### src/rtl/tpg_pkg.sv
package tpg_pkg;
  typedef enum logic [1:0] {
    MODE_IDLE = 2'b00,
    MODE_ALT  = 2'b01,
    MODE_RUN  = 2'b10,
    MODE_RSVD = 2'b11
  } tpg_mode_e;

  localparam logic [1:0] SYM_POS  = 2'b01;
  localparam logic [1:0] SYM_ZERO = 2'b00;
  localparam logic [1:0] SYM_NEG  = 2'b11;
endpackage

### src/rtl/tpg_rate_accum.sv
// Fractional symbol strobe: adds NUM modulo DEN each clock, ticks on carry.
module tpg_rate_accum #(
  parameter int NUM = 3,
  parameter int DEN = 4
) (
  input  logic clk,
  input  logic rst,
  output logic tick_o
);
  localparam int SUM_W = $clog2(2 * DEN);

  logic [SUM_W-1:0] acc_q;
  logic [SUM_W-1:0] sum;
  logic [SUM_W-1:0] acc_d;

  always_comb begin
    sum    = acc_q + SUM_W'(NUM);
    tick_o = (sum >= SUM_W'(DEN));
    acc_d  = tick_o ? (sum - SUM_W'(DEN)) : sum;
  end

  always_ff @(posedge clk) begin
    if (rst) acc_q <= '0;
    else     acc_q <= acc_d;
  end
endmodule

### src/rtl/tpg_sequencer.sv
// Holds the active pattern and its position; swaps mode only at a boundary.
module tpg_sequencer
  import tpg_pkg::*;
#(
  parameter int RUN_LEN = 10
) (
  input  logic       clk,
  input  logic       rst,
  input  logic       tick_i,
  input  logic [1:0] mode_i,
  output logic [1:0] sym_o
);
  localparam int RUN_PER = 2 * RUN_LEN;
  localparam int CNT_W   = $clog2(RUN_PER);

  tpg_mode_e        act_q;
  logic [CNT_W-1:0] pos_q;
  logic             last;

  always_comb begin
    case (act_q)
      MODE_ALT: begin
        sym_o = pos_q[0] ? SYM_NEG : SYM_POS;
        last  = (pos_q == CNT_W'(1));
      end
      MODE_RUN: begin
        sym_o = (pos_q < CNT_W'(RUN_LEN)) ? SYM_POS : SYM_NEG;
        last  = (pos_q == CNT_W'(RUN_PER - 1));
      end
      default: begin
        sym_o = SYM_ZERO;
        last  = 1'b1;
      end
    endcase
  end

  always_ff @(posedge clk) begin
    if (rst) begin
      act_q <= MODE_IDLE;
      pos_q <= '0;
    end else if (tick_i) begin
      if (last) begin
        act_q <= tpg_mode_e'(mode_i);
        pos_q <= '0;
      end else begin
        pos_q <= pos_q + CNT_W'(1);
      end
    end
  end
endmodule

### src/rtl/tpg_out_reg.sv
// Output stage: symbol held between strobes, valid is a registered pulse.
module tpg_out_reg #(
  parameter int SYM_W = 2
) (
  input  logic             clk,
  input  logic             rst,
  input  logic             tick_i,
  input  logic [SYM_W-1:0] sym_i,
  output logic [SYM_W-1:0] sym_o,
  output logic             valid_o
);
  always_ff @(posedge clk) begin
    if (rst) begin
      sym_o   <= '0;
      valid_o <= 1'b0;
    end else begin
      valid_o <= tick_i;
      if (tick_i) sym_o <= sym_i;
    end
  end
endmodule

### src/rtl/ternary_pattern_gen.sv
module ternary_pattern_gen #(
  parameter int RATE_NUM = 3,
  parameter int RATE_DEN = 4,
  parameter int RUN_LEN  = 10
) (
  input  logic       clk,
  input  logic       rst,
  input  logic [1:0] mode_i,
  output logic [1:0] sym_o,
  output logic       sym_valid_o
);
  logic       tick;
  logic [1:0] seq_sym;

  tpg_rate_accum #(.NUM(RATE_NUM), .DEN(RATE_DEN)) u_rate (
    .clk(clk), .rst(rst), .tick_o(tick)
  );

  tpg_sequencer #(.RUN_LEN(RUN_LEN)) u_seq (
    .clk(clk), .rst(rst), .tick_i(tick), .mode_i(mode_i), .sym_o(seq_sym)
  );

  tpg_out_reg #(.SYM_W(2)) u_out (
    .clk(clk), .rst(rst), .tick_i(tick), .sym_i(seq_sym),
    .sym_o(sym_o), .valid_o(sym_valid_o)
  );
endmodule

### config.mk
export PLATFORM = sky130hd
export DESIGN_NAME = ternary_pattern_gen
export DESIGN_NICKNAME = d
export VERILOG_FILES = /design/src/rtl/tpg_pkg.sv /design/src/rtl/tpg_rate_accum.sv /design/src/rtl/tpg_sequencer.sv /design/src/rtl/tpg_out_reg.sv /design/src/rtl/ternary_pattern_gen.sv
export SDC_FILE = /design/constraint.sdc
export NUM_CORES = 1
export LEC_CHECK = 0
export CAP_MARGIN = 20
export CORE_AREA = 10 10 47 49
export CTS_BUF_LIST = sky130_fd_sc_hd__clkbuf_8
export DETAILED_ROUTE_END_ITERATION = 6
export DIE_AREA = 0 0 57 59
export PLACE_DENSITY = 0.65
export SYNTH_ARGS = -nofsm -noshare
export SYNTH_HDL_FRONTEND = slang
export SYNTH_SLANG_ARGS = --single-unit
### constraint.sdc
create_clock -name clk -period 2 [get_ports clk]
set_clock_uncertainty 0.1 [all_clocks]
set_input_delay 0.4 -clock clk [delete_from_list [all_inputs] [get_ports clk]]
set_output_delay 0.4 -clock clk [all_outputs]
set_load 0.005 [all_outputs]
==> run_results.csv <==
group,metric,value,unit
layout,syn_to_final_growth,22.8,%
yosys,synth.largest_area_cell,"dfxtp_1",
floorplan,coreArea,0.00140,sq mm
timing,setup_viol,0,
worst_setup_path,cp-start-kind,"flop",
yosys,synth_edf_count,0,
clock_network,post_cts_buffers,0,
clock_network,insertion_delay,0.24,ns
power_and_ir_drop,combPwrFrac,18.4,%
min_path,hold_end,"u_rate.acc_q[0]",
timing,maxSlewViolCount,0,
placed_design,place_hpwl,832,microns
worst_setup_path,crit_start,"u_out.sym_o[1]",
timing,fmax,638,MHz
floorplan,io_pins,7,
worst_setup_path,cp_cell_sequence,"clkdlybuf4s50_1",
power_and_ir_drop,swShare,25.2,%
clock_network,clk_pin_slew,0.05,ns
drt,wl_per_cell,12.3,microns
yosys,yosys_most_used_dff,"dfxtp_1",
drt,drtAntennaViolNets,0,
yosys,synth.most_common_cell,"dfxtp_1",
outcome,status,"finished, final reports clean",
timing,rsz0062_at_grt,"no",
drt,dr.pass1.iters,4,
flow_run,maxCapViolations,0,
timing,final_hold_viol_count,0,
clock_network,cts-hold-fix-buffers,0,
floorplan,die_h,59,microns
drt,vias,453,
worst_setup_path,rr_worst_depth,6,
min_path,min_path_type,"flop to flop",
layout,post_route_cells_drive_above_1_share,12.5,%
global_routing,antenna_found_initial,0,
power_and_ir_drop,sequentialPowerShare,41.6,%
clock_network,numCtsBuffers,3,
drt,via_per_inst,5.15,
clock_network,cts_tree,"built",
power_and_ir_drop,pwr-share-clk,40.0,%
clock_network,cts_max_level,1,
yosys,ys_seq_area_share,40.9,%
yosys,netlist_top_cells_area,"dfxtp_1 (41%), ha_1 (8.5%), nor2_1 (5.7%)",
power_and_ir_drop,vdd_drop_max,501,uV
timing,tightest_slew,0.463,ns
power_and_ir_drop,p_sw,164,uW
min_path,min_from,"u_rate.acc_q[0]",
layout,antenna_cells,0,
floorplan,die_w,57,microns
timing,relSlewSlack,69.1,%
clock_network,cts-root-buf,"clkbuf_8",
worst_setup_path,reg2reg_to,"u_seq.act_q[1]",
power_and_ir_drop,power_density,900,mW/mm^2
power_and_ir_drop,internal_power,486,uW
worst_setup_path,timing.rr.start,"u_seq.act_q[0]",
global_routing,overflow,0,
worst_setup_path,critPathBufInv,1,
global_routing,grt_pass1_wl,1.95,mm
clock_network,cts_num_sinks,12,
global_routing,track_usage,7.10,%
clock_network,post_cts_resized,0,
worst_setup_path,end_kind,"output pin",
global_routing,grt_max_degree,15,
yosys,ys_ff_latch,12,
power_and_ir_drop,p_leak,0.000278,uW
worst_setup_path,critical_path.top_delay_family,"buffers and inverters",
floorplan,start_util,42.0,%
worst_setup_path,path_max_fanout,2,
yosys,synth_area,588,sq um
min_path,hold_depth,1,
yosys,yosys_warnings,0,
floorplan,die_area,0.00336,sq mm
timing,whs,0.318,ns
yosys,synth.distinct_cells,23,
worst_setup_path,critical_path_class,"flop to output pin",
yosys,syn_nets,71,
timing,fin_crit_sh,78.4,%
worst_setup_path,crit_slowest_cell,"clkdlybuf4s50_1",
yosys,syn-instance-count,63,
yosys,synth_top_cell_area_share,40.9,%
drt,detail_route.iter0.violations,10,
placed_design,io_buffers,6,
worst_setup_path,crit_arrival,1.07,ns
timing,fin_crit,1.57,ns
yosys,synth_common_cells,"dfxtp_1 (12), nor2_1 (9), inv_1 (5), nand2b_1 (5), ha_1 (4)",
yosys,synthArstFlopShare,0,%
clock_network,max-clock-path-buffers,2,
layout,finalNetCount,81,
yosys,syn_area_per_cell,9.33,sq um
floorplan,rows,14,
drt,wl,1.08,mm
drt,drc,0,
global_routing,grt_pass1_vias,433,
worst_setup_path,regToRegSetupSlack,0.44,ns
timing,finalSetupTns,0,ns
worst_setup_path,cpPeakStageDelay,0.51,ns
placed_design,place_congestion,0.793,
worst_setup_path,crit_required,1.50,ns
## cell usage in the layout, fill, tap and decap left out, types with 3 or more instances in the layout
master / n
nor2_1: 9
inv_1: 5
a21oi_1: 3
nand2b_1: 5
clkdlybuf4s50_1: 6
dfxtp_1: 12
ha_1: 4
clkbuf_8: 4
nor3_1: 3
## routing by layer
layer	vias up	wire, microns	part of all wire (%)	GRT usage (%)
li1	234	-	-	-
met1	207	495	46	7.77
met2	10	528	49	12.1
met3	2	45	4.2	2.58
met4	0	14	1.3	3.02
met5	-	0	0	0
## final cells by class
cell class / count / area (sq um)
Timing Repair Buffer: 7 / 67.6
Tap cell: 16 / 20.0
Clock buffer: 4 / 55.1
Inverter: 5 / 18.8
Multi-Input combinational cell: 44 / 320
Fill cell: 139 / 679
Sequential cell: 12 / 240
## metrics by stage
stage	util (%)	std cells	total power (uW)	area [sq um]	setup WS, ns
after detailed placement	47.6	84	397	667	0.428
after floorplan	-	63	361	588	0.586
after CTS	51.5	88	658	722	0.413
final	51.5	88	650	722	0.433
after global placement	47.6	84	392	667	0.459
after global routing	51.5	88	685	722	0.300
## sequential cells by signal, summed over array words and instances, names as in the netlist
| name | count |
|---|---|
| u_out.sym_o | 2 |
| u_out.valid_o | 1 |
| u_rate.acc_q | 2 |
| u_seq.act_q | 2 |
| u_seq.pos_q | 5 |
## how the worst max path moves through the flow
stage / to / slack, ns / depth (start not counted)
2_1_floorplan: u_seq.act_q[0] / 0.59 / 6
3_3_place_gp: u_out.sym_o[1] / 0.46 / 3
3_5_place_dp: u_out.sym_o[1] / 0.43 / 3
4_1_cts: sym_o[1] / 0.41 / 1
5_1_grt: u_seq.act_q[0] / 0.30 / 6
6_report: sym_o[1] / 0.43 / 1
## power groups by stage
| stage | Sequential (uW) | Combinational, uW | Clock (uW) |
|---|---|---|---|
| after detailed placement | 276 | 121 | 0 |
| after global routing | 273 | 139 | 273 |
| after floorplan | 273 | 87.5 | 0 |
| after CTS | 271 | 121 | 266 |
| final | 270 | 119 | 260 |
| after global placement | 275 | 117 | 0 |
## logic make-up after synthesis
| group | Yosys count | share of synthesized area [%] |
|---|---|---|
| buffers and inverters | 7 | 4.68 |
| DFF | 12 | 40.9 |
| xor gates and xnor gates | 2 | 2.98 |
| AOI/OAI and AO/OA | 10 | 14.3 |
| adders and majority gates | 4 | 8.51 |
| and+or+nand+nor | 26 | 25.3 |
| muxes | 2 | 3.40 |
(Power assumes the default switching activity.)
